**src/rtl/smbus_eeprom_pkg.sv**
```systemverilog
package smbus_eeprom_pkg;

   localparam int BYTE_W  = 8;
   localparam int ADDR7_W = 7;
   localparam int BITS_W  = 4;

   typedef enum logic [2:0] {
      ST_IDLE,
      ST_ADDR,
      ST_ACK_ADDR,
      ST_WR_BYTE,
      ST_ACK_WR,
      ST_RD_BYTE,
      ST_RD_ACK,
      ST_IGNORE
   } tgt_state_e;

   // one-cycle requests from the bus engine to the byte store
   typedef struct packed {
      logic set_ptr;
      logic store;
      logic advance;
   } mem_cmd_t;

endpackage

```
**src/rtl/smbus_line_sync.sv**
```systemverilog
module smbus_line_sync #(
   parameter int STAGES   = 2,
   parameter bit IDLE_VAL = 1'b1
) (
   input  logic clk,
   input  logic rst_n,
   input  logic line_i,
   output logic line_s,
   output logic line_rise,
   output logic line_fall
);

   logic [STAGES:0] pipe;
   logic            prev;

   always_ff @(posedge clk or negedge rst_n) begin
      if (!rst_n) begin
         pipe <= {(STAGES + 1){IDLE_VAL}};
      end else begin
         pipe <= {pipe[STAGES-1:0], line_i};
      end
   end

   assign line_s    = pipe[STAGES-1];
   assign prev      = pipe[STAGES];
   assign line_rise = line_s & ~prev;
   assign line_fall = ~line_s & prev;

endmodule

```
**src/rtl/smbus_target_fsm.sv**
```systemverilog
module smbus_target_fsm
   import smbus_eeprom_pkg::*;
(
   input  logic               clk,
   input  logic               rst_n,
   input  logic               enable,
   input  logic               scl_s,
   input  logic               sda_s,
   input  logic               scl_rise,
   input  logic               scl_fall,
   input  logic               sda_rise,
   input  logic               sda_fall,
   input  logic [ADDR7_W-1:0] my_addr,
   input  logic [BYTE_W-1:0]  rd_data,
   output logic               sda_pull,
   output mem_cmd_t           cmd,
   output logic [BYTE_W-1:0]  wr_byte,
   output logic               addr_hit
);

   localparam logic [BITS_W-1:0] FULL = BITS_W'(BYTE_W);

   tgt_state_e        state;
   logic [BITS_W-1:0] bit_cnt;
   logic [BYTE_W-1:0] rx_sh;
   logic [BYTE_W-1:0] tx_sh;
   logic              rnw;
   logic              first;
   logic              ctl_ack;
   logic              start_cond;
   logic              stop_cond;

   // clock high in this and the previous sample
   assign start_cond = sda_fall & scl_s & ~scl_rise;
   assign stop_cond  = sda_rise & scl_s & ~scl_rise;
   assign wr_byte    = rx_sh;

   always_ff @(posedge clk or negedge rst_n) begin
      if (!rst_n) begin
         state    <= ST_IDLE;
         bit_cnt  <= '0;
         rx_sh    <= '0;
         tx_sh    <= '0;
         rnw      <= 1'b0;
         first    <= 1'b0;
         ctl_ack  <= 1'b0;
         sda_pull <= 1'b0;
         cmd      <= '0;
         addr_hit <= 1'b0;
      end else begin
         cmd      <= '0;
         addr_hit <= 1'b0;
         if (!enable) begin
            state    <= ST_IDLE;
            sda_pull <= 1'b0;
         end else if (start_cond) begin
            state    <= ST_ADDR;
            bit_cnt  <= '0;
            first    <= 1'b1;
            sda_pull <= 1'b0;
         end else if (stop_cond) begin
            state    <= ST_IDLE;
            sda_pull <= 1'b0;
         end else begin
            unique case (state)
               ST_ADDR, ST_WR_BYTE: begin
                  if (scl_rise && bit_cnt != FULL) begin
                     rx_sh   <= {rx_sh[BYTE_W-2:0], sda_s};
                     bit_cnt <= bit_cnt + 1'b1;
                  end else if (scl_fall && bit_cnt == FULL) begin
                     if (state == ST_ADDR) begin
                        if (rx_sh[BYTE_W-1:1] == my_addr) begin
                           sda_pull <= 1'b1;
                           rnw      <= rx_sh[0];
                           addr_hit <= 1'b1;
                           state    <= ST_ACK_ADDR;
                        end else begin
                           state <= ST_IGNORE;
                        end
                     end else begin
                        sda_pull    <= 1'b1;
                        cmd.set_ptr <= first;
                        cmd.store   <= ~first;
                        first       <= 1'b0;
                        state       <= ST_ACK_WR;
                     end
                  end
               end
               ST_ACK_ADDR: begin
                  if (scl_fall) begin
                     if (rnw) begin
                        tx_sh    <= rd_data;
                        sda_pull <= ~rd_data[BYTE_W-1];
                        bit_cnt  <= BITS_W'(1);
                        state    <= ST_RD_BYTE;
                     end else begin
                        sda_pull <= 1'b0;
                        bit_cnt  <= '0;
                        state    <= ST_WR_BYTE;
                     end
                  end
               end
               ST_ACK_WR: begin
                  if (scl_fall) begin
                     sda_pull <= 1'b0;
                     bit_cnt  <= '0;
                     state    <= ST_WR_BYTE;
                  end
               end
               ST_RD_BYTE: begin
                  if (scl_fall) begin
                     if (bit_cnt == FULL) begin
                        sda_pull    <= 1'b0;
                        cmd.advance <= 1'b1;
                        state       <= ST_RD_ACK;
                     end else begin
                        sda_pull <= ~tx_sh[BYTE_W-2];
                        tx_sh    <= {tx_sh[BYTE_W-2:0], 1'b0};
                        bit_cnt  <= bit_cnt + 1'b1;
                     end
                  end
               end
               ST_RD_ACK: begin
                  if (scl_rise) begin
                     ctl_ack <= ~sda_s;
                  end else if (scl_fall) begin
                     if (ctl_ack) begin
                        tx_sh    <= rd_data;
                        sda_pull <= ~rd_data[BYTE_W-1];
                        bit_cnt  <= BITS_W'(1);
                        state    <= ST_RD_BYTE;
                     end else begin
                        state <= ST_IGNORE;
                     end
                  end
               end
               default: begin
                  sda_pull <= 1'b0;
               end
            endcase
         end
      end
   end

endmodule

```
**src/rtl/eeprom_byte_store.sv**
```systemverilog
module eeprom_byte_store
   import smbus_eeprom_pkg::*;
#(
   parameter int AW = 8
) (
   input  logic              clk,
   input  logic              rst_n,
   input  mem_cmd_t          cmd,
   input  logic [BYTE_W-1:0] wr_byte,
   output logic [BYTE_W-1:0] rd_data,
   output logic [AW-1:0]     ptr,
   output logic [AW-1:0]     img_addr,
   input  logic [BYTE_W-1:0] img_data,
   output logic              load_busy
);

   localparam int DEPTH = 1 << AW;

   logic [BYTE_W-1:0] mem [DEPTH];
   logic [AW-1:0]     ld_cnt;

   always_ff @(posedge clk or negedge rst_n) begin
      if (!rst_n) begin
         ld_cnt    <= '0;
         load_busy <= 1'b1;
      end else if (load_busy) begin
         ld_cnt <= ld_cnt + 1'b1;
         if (ld_cnt == {AW{1'b1}}) begin
            load_busy <= 1'b0;
         end
      end
   end

   always_ff @(posedge clk) begin
      if (load_busy) begin
         mem[ld_cnt] <= img_data;
      end else if (cmd.store) begin
         mem[ptr] <= wr_byte;
      end
   end

   always_ff @(posedge clk or negedge rst_n) begin
      if (!rst_n) begin
         ptr <= '0;
      end else if (load_busy) begin
         ptr <= '0;
      end else if (cmd.set_ptr) begin
         ptr <= wr_byte[AW-1:0];
      end else if (cmd.store || cmd.advance) begin
         ptr <= ptr + 1'b1;
      end
   end

   assign rd_data  = mem[ptr];
   assign img_addr = ld_cnt;

endmodule

```
**src/rtl/smbus_eeprom_target.sv**
```systemverilog
module smbus_eeprom_target
   import smbus_eeprom_pkg::*;
#(
   parameter int               ADDR_W      = 8,
   parameter int               SEL_W       = 3,
   parameter int               SYNC_STAGES = 2,
   parameter logic [ADDR7_W-1:0] BASE_ADDR = 7'h50
) (
   input  logic              clk,
   input  logic              rst_n,
   input  logic              scl_i,
   input  logic              sda_i,
   output logic              sda_pull,
   input  logic [SEL_W-1:0]  addr_sel,
   output logic [ADDR_W-1:0] img_addr,
   input  logic [BYTE_W-1:0] img_data,
   output logic              load_busy,
   output logic              accessed
);

   localparam int NLINES  = 2;
   localparam int TOP_ADR = int'(BASE_ADDR) + (1 << SEL_W) - 1;

   if (ADDR_W < 1 || ADDR_W > BYTE_W) begin : g_bad_aw
      $error("ADDR_W must lie in 1..8");
   end
   if (SEL_W < 1 || TOP_ADR > 127) begin : g_bad_sel
      $error("address strap range leaves the 7-bit space");
   end
   if (SYNC_STAGES < 2) begin : g_bad_sync
      $error("SYNC_STAGES must be at least 2");
   end

   logic [NLINES-1:0] raw;
   logic [NLINES-1:0] lvl;
   logic [NLINES-1:0] rise;
   logic [NLINES-1:0] fall;

   assign raw = {sda_i, scl_i};

   for (genvar g = 0; g < NLINES; g++) begin : g_sync
      smbus_line_sync #(
         .STAGES   (SYNC_STAGES),
         .IDLE_VAL (1'b1)
      ) u_sync (
         .clk       (clk),
         .rst_n     (rst_n),
         .line_i    (raw[g]),
         .line_s    (lvl[g]),
         .line_rise (rise[g]),
         .line_fall (fall[g])
      );
   end

   logic                scl_s;
   logic [ADDR7_W-1:0]  my_addr;
   logic [BYTE_W-1:0]   rd_data;
   logic [BYTE_W-1:0]   wr_byte;
   logic [ADDR_W-1:0]   ptr;
   logic                addr_hit;
   logic                ptr_load;
   mem_cmd_t            cmd;

   assign scl_s    = lvl[0];
   assign my_addr  = BASE_ADDR + ADDR7_W'(addr_sel);
   assign ptr_load = cmd.set_ptr;

   smbus_target_fsm u_fsm (
      .clk      (clk),
      .rst_n    (rst_n),
      .enable   (~load_busy),
      .scl_s    (lvl[0]),
      .sda_s    (lvl[1]),
      .scl_rise (rise[0]),
      .scl_fall (fall[0]),
      .sda_rise (rise[1]),
      .sda_fall (fall[1]),
      .my_addr  (my_addr),
      .rd_data  (rd_data),
      .sda_pull (sda_pull),
      .cmd      (cmd),
      .wr_byte  (wr_byte),
      .addr_hit (addr_hit)
   );

   eeprom_byte_store #(
      .AW (ADDR_W)
   ) u_store (
      .clk       (clk),
      .rst_n     (rst_n),
      .cmd       (cmd),
      .wr_byte   (wr_byte),
      .rd_data   (rd_data),
      .ptr       (ptr),
      .img_addr  (img_addr),
      .img_data  (img_data),
      .load_busy (load_busy)
   );

   always_ff @(posedge clk or negedge rst_n) begin
      if (!rst_n) begin
         accessed <= 1'b0;
      end else if (addr_hit) begin
         accessed <= 1'b1;
      end
   end

endmodule

```
**config.mk**
```make
export PLATFORM = sky130hd
export DESIGN_NAME = smbus_eeprom_target
export DESIGN_NICKNAME = d
export VERILOG_FILES = /design/src/rtl/smbus_eeprom_pkg.sv /design/src/rtl/smbus_line_sync.sv /design/src/rtl/smbus_target_fsm.sv /design/src/rtl/eeprom_byte_store.sv /design/src/rtl/smbus_eeprom_target.sv
export SDC_FILE = /design/constraint.sdc
export NUM_CORES = 2
export LEC_CHECK = 0
export BUFFER_PORTS_ARGS = -buffer_cell sky130_fd_sc_hd__buf_4
export CAP_MARGIN = 0
export CORE_MARGIN = 1.5
export CORE_UTILIZATION = 40
export DETAILED_ROUTE_END_ITERATION = 10
export HOLD_SLACK_MARGIN = 0.08
export PLACE_DENSITY_LB_ADDON = 0.12
export SLEW_MARGIN = 20
export SYNTH_ARGS = -nofsm -noshare
export SYNTH_HDL_FRONTEND = slang
export SYNTH_SLANG_ARGS = --single-unit
```
**constraint.sdc**
```tcl
create_clock -name clk -period 3.8 [get_ports clk]
set_input_delay 0 -clock clk [delete_from_list [all_inputs] [get_ports clk]]
set_output_delay 0 -clock clk [all_outputs]
set_load 0.05 [all_outputs]
```
==> results_dict.tcl <==
set metrics [dict create \
    run_status "finished, final reports clean" \
    cts-root-to-sink-buffers 3 \
    critical_path.endpoint_type "flop" \
    timing_hold_violations_final 0 \
    final-seq-area_sq_um 62900 \
    holdWs_ns 0.0648 \
    power.density_nw_per_um2 576 \
    setup_slack_ns 0.0268 \
    design.portCount 26 \
    route.detailed.drc 0 \
    place_ws_ns -0.0580 \
    mappedNetlistArea_sq_um 82500 \
    finalMaxSlewViolations 0 \
    synth_area_per_cell_sq_um 20.9 \
    grt_antenna_before_repair 10 \
    cts_num_sinks 2102 \
    async_flop_share_pct 2.57 \
    combinationalPowerShare_pct 15.7 \
    gpl_wtd_cong 0.858 \
    slew-limit-headroom_pct 25.2 \
    worst_ir_drop_on_vdd_mv 0.559 \
    max_frequency_mhz 265 \
    grt_pass1_wl_um 338000 \
    drt_first_pass_iters 5 \
    critical_path_fanouts_max 23 \
    vias 42600 \
    finalSetupViolations 0 \
    worst_hold_path_type "input port to flop" \
    multi_input_area_sq_um 18500 \
    max-cap-violations 0 \
    port_buffers 25 \
    post_synth_num_cell_types 78 \
    syn_nets 3974 \
    post_layout_nonfiller_instances 7403 \
    cts.reportedPaths.clkPinSlew_ns 0.06 \
    synth_flop_cell "sky130_fd_sc_hd__edfxtp_1" \
    drt_first_iter_violations 5348 \
    grt_pass1_vias 42800 \
    totalNegativeSetupSlack_ns 0 \
    total_routed_wirelength_um 239000 \
    hpwlAfterDp_um 153000 \
    power.static_leakage_uw 0.0308 \
    cts-root-buf "sky130_fd_sc_hd__clkbuf_16" \
    worstMarginPinSlew_ns 1.12 \
    arrival_ns 4.54 \
    finalCritPeriodShare_pct 99.3 \
    gr-total-overflow 0 \
    intPower_uw 41700 \
    setup_repair_after_global_routing_missed_its_margin "no" \
    number_of_synthesized_flops_with_an_enable_pin 2048 \
    synth_sequential_area_ratio_pct 76.2 \
    cts_inserted_buffers 217 \
    power_uw 55900 \
    ys_ff_latch 2102 \
    critical_path.startpoint_type "flop" \
    drive_above_1_share_pct 31.5 \
    p_switching_uw 14200 \
    floorplan.core_area_sq_um 205000 \
    dieArea_sq_um 209000 \
    synthCells 3955 \
    final_common_cell "sky130_fd_sc_hd__edfxtp_1" \
    placement_rows 166 \
    min_period_ns 3.77 \
    power.sequential.fraction_pct 46.2 \
    track_usage_pct 23.0 \
    h-tree-depth 4 \
    tritoncts "done" \
    syn_to_final_growth_pct 17.5 \
    classification_of_the_worst_setup_path "flop to flop" \
    final_cell_mix "2048 x sky130_fd_sc_hd__edfxtp_1, 523 x sky130_fd_sc_hd__buf_4, 518 x sky130_fd_sc_hd__mux4_2" \
    route.detailed.vias_per_inst 5.75 \
    cts_setup_buffers 0 \
    detail_route.wl_per_cell_um 32.3 \
    die_w_um 457 \
    clock_skew_ns 0.0561 \
    worst_ep_required_time_ns 4.56 \
    worstSkewPairLatency_ns 0.87 \
    placed_cells_incl_taps 6973 \
    ys_warn_count 0 \
    final_net_count 4540 \
    initial_core_util_pct 40.3 \
    die_h_um 457 \
    clk_pwr_share_pct 38.1 \
    grt_max_degree 155 \
    final_antenna_violating_net_count 0 \
    layout.filler_cells 17000 \
    p_sw_share_pct 25.4 \
]
[layer usage]
metal	global-route usage [%]	routed length (um)	vias to the layer above
met4	5.70	5350	0
met3	3.92	17300	293
met2	35.1	111000	1635
li1	-	-	17600
met1	34.3	106000	23000
met5	0	0	-
[per-stage QoR]
stage	instance area, sq um	utilization, %
finish	96900	47.3
global route	96900	47.3
CTS	96800	47.3
detailed placement	89600	43.7
global placement	89600	43.7
floorplan	82500	-
[sequential cells by signal, summed over array words and instances, names as in the netlist, 3 cells and up]
signal and cells:
u_fsm.bit_cnt 4, u_fsm.cmd 3, u_store.ptr 8, u_fsm.wr_byte 8, u_store.img_addr 8, g_sync.u_sync.pipe 6
u_store.mem 2048, u_fsm.state 3, u_fsm.tx_sh 7
[cell usage after synthesis, drive strengths merged (4+ instances only)]
| library cell | n | area [sq um] |
|---|---|---|
| a2111oi | 8 | 76.3 |
| a211o | 5 | 43.8 |
| a211oi | 15 | 113 |
| a21oi | 69 | 345 |
| a221oi | 14 | 129 |
| a22o | 8 | 70.1 |
| a22oi | 36 | 270 |
| a31oi | 12 | 75.1 |
| a32o | 6 | 60.1 |
| a32oi | 8 | 70.1 |
| and2 | 6 | 37.5 |
| and3 | 7 | 43.8 |
| and3b | 5 | 43.8 |
| buf | 151 | 1020 |
| clkbuf | 87 | 327 |
| dfrtp | 47 | 1180 |
| dfstp | 7 | 184 |
| edfxtp | 2048 | 61500 |
| ha | 4 | 50.1 |
| inv | 10 | 37.5 |
| mux2 | 29 | 327 |
| mux2i | 127 | 1270 |
| mux4 | 518 | 11700 |
| nand2 | 123 | 462 |
| nand2b | 13 | 81.3 |
| nand3 | 30 | 150 |
| nand3b | 11 | 86.3 |
| nand4 | 5 | 31.3 |
| nor2 | 313 | 1170 |
| nor2b | 13 | 81.3 |
| nor3 | 15 | 75.1 |
| nor4 | 9 | 56.3 |
| o2111ai | 5 | 43.8 |
| o211ai | 6 | 45.0 |
| o21ai | 62 | 310 |
| o221ai | 22 | 193 |
| o22ai | 20 | 125 |
| o311ai | 5 | 43.8 |
| o31ai | 10 | 80.1 |
| or2 | 5 | 31.3 |
| or3 | 8 | 50.1 |
| xnor2 | 8 | 70.1 |
| xor2 | 9 | 78.8 |
[worst paths after layout]
kind	endpoint	depth (start not counted)	from	slack, ns
hold reg to reg	g_sync[0].u_sync.pipe[1]$_DFF_PN1_	0	g_sync[0].u_sync.pipe[0]$_DFF_PN1_	0.35
setup / recovery	u_fsm.tx_sh[6]$_DFFE_PN0P_	8	u_store.ptr[0]$_DFFE_PN0P_	0.03
min in group asynchronous	g_sync[0].u_sync.pipe[1]$_DFF_PN1_	3	rst_n	0.25
hold / removal	u_store.mem[123][6]$_DFFE_PP_	2	img_data[6]	0.06
setup reg to reg	u_fsm.tx_sh[6]$_DFFE_PN0P_	8	u_store.ptr[0]$_DFFE_PN0P_	0.03
max in group asynchronous	u_store.ptr[1]$_DFFE_PN0P_	4	rst_n	3.21
[power by group through the flow]
stage / Sequential, uW / Clock [uW] / Combinational (uW)
after floorplan: 26200 / 0 / 5900
after global placement: 26300 / 0 / 8830
after CTS: 25800 / 21700 / 8900
after global routing: 25800 / 22500 / 9280
after detailed placement: 26300 / 0 / 8860
final: 25800 / 21300 / 8770
[what timing repair did]
action | 4_1_cts | 5_1_grt
setup endpoints to repair | 1 | 2
gates resized for setup | 1 | 2
pin swaps | 0 | 0
cloned | 0 | 0
endpoints found under the hold margin | 190 | 163
hold buffers | 12 | 3
[logic make-up (layout without fill, tap and decap cells)]
family	after synthesis	in the layout	synth area share, %
AOI/OAI and AO/OA	336	336	2.80
xor gates and xnor gates	17	17	0.180
adders and majority gates	4	4	0.0607
buffers and inverters	249	1007	1.68
DFF	2102	2102	76.2
muxes	674	674	16.1
other	0	2	0
and+or+nand+nor	573	573	3.01
[worst max-delay path, cell delays in order (launching register included)]
cell	delay, ns
sky130_fd_sc_hd__dfrtp_4	0.59
sky130_fd_sc_hd__buf_12	0.27
sky130_fd_sc_hd__buf_12	0.26
sky130_fd_sc_hd__mux4_2	0.53
sky130_fd_sc_hd__mux4_2	0.54
sky130_fd_sc_hd__or2_2	0.30
sky130_fd_sc_hd__a31oi_1	0.51
sky130_fd_sc_hd__o311ai_1	0.32
sky130_fd_sc_hd__a41o_1	0.28
[final cells by class]
| cell class | count | area share [%] |
|---|---|---|
| flip-flops and latches | 2102 | 64.9 |
| multi-input cells | 1604 | 19.1 |
| clock buffers | 272 | 5.88 |
| repair buffers | 585 | 5.22 |
| well taps | 2688 | 3.47 |
| clock inverters | 139 | 1.45 |
| inverters | 11 | 0.0503 |
| diodes | 2 | 0.00516 |
No activity file was read; power rests on OpenSTA's default activity.
